`config.mk`:
```
export PLATFORM = sky130hd
export DESIGN_NAME = spi_regfile_slave
export DESIGN_NICKNAME = d
export VERILOG_FILES = /design/src/rtl/spi_regfile_slave.sv
export SDC_FILE = /design/constraint.sdc
export NUM_CORES = 1
export LEC_CHECK = 0
export ABC_AREA = 0
export CAP_MARGIN = 20
export CORE_MARGIN = 3
export CORE_UTILIZATION = 39
export CTS_CLUSTER_SIZE = 25
export DETAILED_ROUTE_END_ITERATION = 6
export PLACE_DENSITY = 0.61
export SETUP_SLACK_MARGIN = 0.02
export SKIP_CTS_REPAIR_TIMING = 1
export SLEW_MARGIN = 20
export SYNTH_ARGS = -nofsm -noshare
export SYNTH_HDL_FRONTEND = slang
export SYNTH_SLANG_ARGS = --single-unit
```
`constraint.sdc`:
```
create_clock -name clk -period 2.3 [get_ports clk]
set_input_delay 0.69 -clock clk [delete_from_list [all_inputs] [get_ports clk]]
set_output_delay 0.69 -clock clk [all_outputs]
set_load 0.02 [all_outputs]
```
`src/rtl/spi_regfile_slave.sv`:
```
module spi_regfile_slave #(
  parameter int AW = 4,
  parameter int DW = 8
) (
  input  logic          clk,
  input  logic          rst_n,
  input  logic          spi_sck,
  input  logic          spi_cs,
  input  logic          spi_mosi,
  output logic          spi_miso,
  output logic          miso_oe,
  output logic          wr_en,
  output logic [AW-1:0] wr_addr,
  output logic [DW-1:0] wr_data,
  output logic [AW-1:0] rd_addr,
  input  logic [DW-1:0] rd_data
);
  localparam int BCW = $clog2(DW);
  localparam int MARK = 4;
  localparam int RDB = DW - 1;

  typedef enum logic [1:0] {ST_CMD, ST_WR, ST_RD, ST_SKIP} state_t;

  logic [2:0]     sck_q;
  logic [1:0]     cs_q, mosi_q;
  logic           cs_s, mosi_s, sck_r, sck_f;
  state_t         state;
  logic [BCW-1:0] bitcnt;
  logic [DW-2:0]  rx;
  logic [DW-1:0]  tx, byte_in;
  logic [AW-1:0]  ptr;
  logic           load_pend, rd_live;

  assign cs_s    = cs_q[1];
  assign mosi_s  = mosi_q[1];
  assign sck_r   = sck_q[1] & ~sck_q[2];
  assign sck_f   = ~sck_q[1] & sck_q[2];
  assign byte_in = {rx, mosi_s};
  assign rd_addr = ptr;
  assign spi_miso = tx[DW-1];
  assign miso_oe  = cs_s & rd_live;

  always_ff @(posedge clk or negedge rst_n) begin
    if (!rst_n) begin
      sck_q  <= '0;
      cs_q   <= '0;
      mosi_q <= '0;
    end else begin
      sck_q  <= {sck_q[1:0], spi_sck};
      cs_q   <= {cs_q[0], spi_cs};
      mosi_q <= {mosi_q[0], spi_mosi};
    end
  end

  always_ff @(posedge clk or negedge rst_n) begin
    if (!rst_n) begin
      state     <= ST_CMD;
      bitcnt    <= '0;
      rx        <= '0;
      tx        <= '0;
      ptr       <= '0;
      load_pend <= 1'b0;
      rd_live   <= 1'b0;
      wr_en     <= 1'b0;
      wr_addr   <= '0;
      wr_data   <= '0;
    end else begin
      wr_en <= 1'b0;
      if (!cs_s) begin
        state     <= ST_CMD;
        bitcnt    <= '0;
        load_pend <= 1'b0;
        rd_live   <= 1'b0;
      end else begin
        if (sck_r) begin
          rx     <= byte_in[DW-2:0];
          bitcnt <= bitcnt + 1'b1;
          if (bitcnt == BCW'(DW - 1)) begin
            unique case (state)
              ST_CMD: begin
                if (byte_in[MARK]) begin
                  state     <= byte_in[RDB] ? ST_RD : ST_WR;
                  ptr       <= byte_in[AW-1:0];
                  load_pend <= byte_in[RDB];
                end else begin
                  state <= ST_SKIP;
                end
              end
              ST_WR: begin
                wr_en   <= 1'b1;
                wr_addr <= ptr;
                wr_data <= byte_in;
                ptr     <= ptr + 1'b1;
              end
              ST_RD:   load_pend <= 1'b1;
              default: ;
            endcase
          end
        end
        if (sck_f) begin
          if (load_pend) begin
            tx        <= rd_data;
            ptr       <= ptr + 1'b1;
            load_pend <= 1'b0;
            rd_live   <= 1'b1;
          end else begin
            tx <= {tx[DW-2:0], 1'b0};
          end
        end
      end
    end
  end

  assert_wr_single_R4: assert property (@(posedge clk) disable iff (!rst_n)
    wr_en |=> !wr_en);
  assert_wr_in_frame_R1: assert property (@(posedge clk) disable iff (!rst_n)
    wr_en |-> $past(cs_s));
  assert_skip_quiet_R3: assert property (@(posedge clk) disable iff (!rst_n)
    (state == ST_SKIP) |-> (!wr_en && !miso_oe));
  assert_oe_on_fall_R6: assert property (@(posedge clk) disable iff (!rst_n)
    $rose(miso_oe) |-> $past(sck_f));
  assert_ptr_step_R5: assert property (@(posedge clk) disable iff (!rst_n)
    wr_en |-> (ptr == wr_addr + 1'b1));
endmodule

```
### Yosys cells after proc, flatten, opt, wreduce, memory -nomap -nowiden

Cells that the tools add are included.

| cells by class | value |
|---|---|
| reduce and logical (&&, ||, !) cells | 6 |
| bitwise operators | 5 |
| eq/ne operators | 8 |
| $add $sub $neg | 2 |
| multiplexer cells | 29 |

Operators with widths:

| cell | number |
|---|---|
| 4-bit 2-to-1 mux | 5 |
| 1-bit 2-to-1 mux | 13 |
| 2-bit 2-to-1 mux | 6 |
| 2-bit by 1-bit != test with 1-bit output (second input constant) | 5 |
| 8-bit 2-to-1 mux | 1 |
| 4-bit case mux with 2 select lines | 1 |
| 3-bit 2-to-1 mux | 2 |
| 2-bit AND reduction | 3 |
| 4-bit by 1-bit adder with 4-bit output (second input constant) | 1 |
| 4-bit AND reduction | 1 |
| 3-bit by 1-bit adder with 3-bit output (second input constant) | 1 |
| 1-bit bitwise AND | 3 |
| 3-bit == test (second input constant) | 1 |
| 3-bit AND reduction | 1 |
| 2-bit by 1-bit == test with 1-bit output (second input constant) | 1 |
| 2-bit == test (second input constant) | 1 |
| 2-bit logical NOT | 1 |
| 1-bit inverter | 2 |
| 1-bit case mux with 2 select lines | 1 |

| word-level totals | value |
|---|---|
| output and inout port bits | 19 |
| register bits | 46 |

### Longest topological paths before layout

| depth | value |
|---|---|
| word-level depth | 7 |
| mapped depth | 7 |
| depth with buffers taken out | 6 |

### Worst setup path after synthesis

No wires, ideal clock.

| path | value |
|---|---|
| kind | reg-to-reg |
| from | reg bitcnt[0] |
| to | reg ptr[3], in the netlist rd_addr[3] |
| stages on the path, launching flop included | 7 |
| library setup time | 129 ps |
| buffers on the path | 0 |
| clock period less this slack | 1642 ps |
| data arrival time | 1513 ps |
| slack | 658 ps |
| cells stage by stage | dfrtp_1 > ha_1 > ha_1 > and4bb_1 > nand4_1 > a21oi_1 > a2111o_1 |

| on the way | value |
|---|---|
| longest elaborated chain between the ends | 5 |

RTL lines:

| what | line | RTL |
|---|---|---|
| start: declaration | 28 | `logic [BCW-1:0] bitcnt;` |
| start signal: assignment | 77 | `bitcnt <= bitcnt + 1'b1;` |
| 3-bit == test * | 78 | `if (bitcnt == BCW'(DW - 1)) begin` |
| 4-bit 2-to-1 mux * | 78 |  |
| 4-bit 2-to-1 mux * | 75 | `if (sck_r) begin` |
| 4-bit 2-to-1 mux | 101 | `if (load_pend) begin` |
| 4-bit 2-to-1 mux * | 100 | `if (sck_f) begin` |
| end signal: assignment | 83 | `ptr <= byte_in[AW-1:0];` |
| end signal: assignment | 93 | `ptr <= ptr + 1'b1;` |
| end signal: assignment | 103 | `ptr <= ptr + 1'b1;` |
| end: declaration | 31 | `logic [AW-1:0] ptr;` |

Every way passes the cells marked *; elsewhere a longest branch is shown, timed or not.
A chain may end at the register's enable or synchronous reset.

### Worst setup path in the final report

| path | value |
|---|---|
| from | reg ptr[0], in the netlist rd_addr[0] |
| to | out rd_addr[0] |

RTL lines:

| what | line | RTL |
|---|---|---|
| end: declaration | 15 | `output logic [AW-1:0] rd_addr,` |

No word-level cell between the ends.

==> impl_metrics.json <==
{
  "coreArea_mm2": 0.00485,
  "drive_above_1_share_pct": 12.1,
  "finalMaxSlewViolations": 0,
  "die_w_um": 77.7,
  "cp_max_fo": 7,
  "status": "completed",
  "p_per_area_mw_per_mm2": 653,
  "cts_tree": "yes",
  "startpoint_type": "flop",
  "wirelength_mm": 3.90,
  "r2r_cells": 5,
  "required_ps": 1610,
  "final_common_cell": "dfrtp_1",
  "rsz0062_at_grt": "false",
  "slowest_stage": "clkdlybuf4s50_1",
  "finalInstanceArea_mm2": 0.00247,
  "initial_utilization_pct": 41.4,
  "postSynthNetCount": 187,
  "final_cell_mix": "46 x dfrtp_1, 32 x nand2_1, 30 x clkdlybuf4s50_1",
  "worstHoldPathType": "reg -> reg",
  "syn_avg_cell_area_um2": 11.7,
  "reg2reg_to": "wr_data[7]$_DFFE_PN0P_",
  "drc": 0,
  "worst_hold_path.endpoint": "cs_q[1]$_DFF_PN0_",
  "fin_skew_ps": 4.74,
  "power_mw": 1.61,
  "cap_viol_max_count": 0,
  "grt_max_degree": 25,
  "rows": 25,
  "postPlaceCellArea_mm2": 0.00237,
  "critPathTopFamily": "buffers and inverters",
  "grt_usage_pct": 14.4,
  "drtIter0Drc": 51,
  "slew-limit-headroom_pct": 64.1,
  "whs_ps": 354,
  "root_buffer": "clkbuf_8",
  "r2r_slack_ps": 500,
  "port_buffers": 31,
  "synth_seq_cells": 46,
  "crit_path_end_kind": "primary output",
  "first_global_vias": 1506,
  "setup_viol": 0,
  "fp.dieH_um": 77.7,
  "post-route-min-period_ps": 2110,
  "worstSetupPathType": "reg -> out",
  "vias": 1374,
  "numCtsBuffers": 5,
  "worst_path_largest_cell_delay_ps": 650,
  "clk_latency_ps": 290,
  "leakage_nw": 1.12,
  "ctsLongestPathBuffers": 2,
  "antenna_cells": 0,
  "crit_arrival_ps": 1420,
  "hold_depth": 0,
  "fin_nets": 221,
  "vdd_drop_max_uv": 470,
  "grt_overflow": 0,
  "antenna_found_initial": 0,
  "htree_levels": 2,
  "viasPerCell": 5.03,
  "place_congestion": 0.808,
  "grt_first_pass_wirelength_mm": 6.98,
  "syn-instance-count": 171,
  "hold_viol": 0,
  "netlist_area_mm2": 0.00201,
  "synth_seq_area_share_pct": 57.4,
  "cts_sinks": 46,
  "place_hpwl_mm": 2.73,
  "setup-tns-final_ps": 0,
  "path_clk_slew_ps": 80,
  "setup_ws_ps": 189,
  "async_flop_share_pct": 100,
  "path_cells": "clkdlybuf4s50_1",
  "drtPass1Iterations": 5,
  "synthToLayoutAreaGrowth_pct": 22.9,
  "place_ws_ps": 508,
  "detail-route-antenna-nets": 0,
  "die_area_mm2": 0.00604,
  "synth_edf_count": 0,
  "ys_types": 40,
  "yosysWarnings": 0,
  "fin_crit_sh_pct": 91.8,
  "fmax_ghz": 0.474,
  "hold_start": "cs_q[0]$_DFF_PN0_",
  "pin_count": 32,
  "wl_per_cell_um": 14.3,
  "tightest_slew_ps": 539,
  "r2r_start": "bitcnt[0]$_DFFE_PN0P_",
  "cp_num_buf_inv": 1,
  "yosys_most_used_dff": "dfrtp_1"
}
-- cells by family after synthesis --
logic type,Yosys count,share of synthesized area [%]
DFF,46,57.4
buffers and inverters,8,2.99
muxes,21,11.2
AOI/OAI and AO/OA,26,8.29
xor gates and xnor gates,1,0.436
adders and majority gates,3,1.87
and+or+nand+nor,66,17.8
-- state kept, by name, indices dropped and copies added, names as in the netlist --
signal / flops
state: 2
bitcnt: 3
rx: 7
mosi_q: 2
rd_live: 1
wr_data: 8
rd_addr: 4
wr_addr: 4
tx: 8
load_pend: 1
wr_en: 1
sck_q: 3
cs_q: 2
-- worst max path at each step --
| stage | start | to | depth (start not counted) |
|---|---|---|---|
| 6_report | rd_addr[0]$_DFFE_PN0P_ | rd_addr[0] | 1 |
| 5_1_grt | rd_addr[0]$_DFFE_PN0P_ | rd_addr[0] | 1 |
| 4_1_cts | rd_addr[0]$_DFFE_PN0P_ | rd_addr[0] | 1 |
| 3_5_place_dp | rd_addr[0]$_DFFE_PN0P_ | rd_addr[0] | 1 |
| 3_3_place_gp | rd_addr[2]$_DFFE_PN0P_ | rd_addr[2] | 1 |
| 2_1_floorplan | bitcnt[0]$_DFFE_PN0P_ | rd_addr[3]$_DFFE_PN0P_ | 6 |
-- where the power goes --
group	internal (mW)	total, mW	switching (mW)
Clock	0.242	0.507	0.266
Combinational	0.0835	0.172	0.0882
Sequential	0.867	0.931	0.0639
-- routing by layer --
metal  global-route usage (%)  up-vias  share of wire, %
met4                     5.34        0               1.2
met1                     18.1      671                46
li1                         -      670                 -
met2                     24.4       28                49
met5                        0        -                 0
met3                     3.02        5               3.8
-- through the flow --
stage | instances | utilization (%)
after detailed placement | 265 | 48.9
after global placement | 265 | 48.9
final | 273 | 50.9
after global routing | 273 | 50.9
after CTS | 273 | 50.9
after floorplan | 171 | -
-- worst reg2reg max path, stage by stage (launching register included) --
cell and delay (ps):
dfrtp_1 380, ha_1 160, ha_1 210, nand3b_1 160, nor2_4 400, mux2_2 390
-- synthesized netlist by cell type (2+ instances only) --
cell type,instances,area [µm²]
dfrtp_1,46,1150
nand2_1,32,120
nor2_1,12,45.0
o21ai_0,10,50.1
mux2_2,9,101
mux2i_1,9,90.1
a21oi_1,5,25.0
nand3b_1,5,37.5
ha_1,3,37.5
mux2_1,3,33.8
nand2b_1,3,18.8
a32oi_1,2,17.5
buf_6,2,22.5
inv_1,2,7.51
nand4b_1,2,17.5
nor3_1,2,10.0
-- cell type report --
type / instances / area, µm²
Clock buffer: 6 / 82.6
Clock inverter: 2 / 12.5
Fill cell: 453 / 2380
Inverter: 2 / 7.51
Multi-Input combinational cell: 117 / 796
Sequential cell: 46 / 1150
Tap cell: 67 / 83.8
Timing Repair Buffer: 33 / 333
Power figures use the tool's default switching activity.
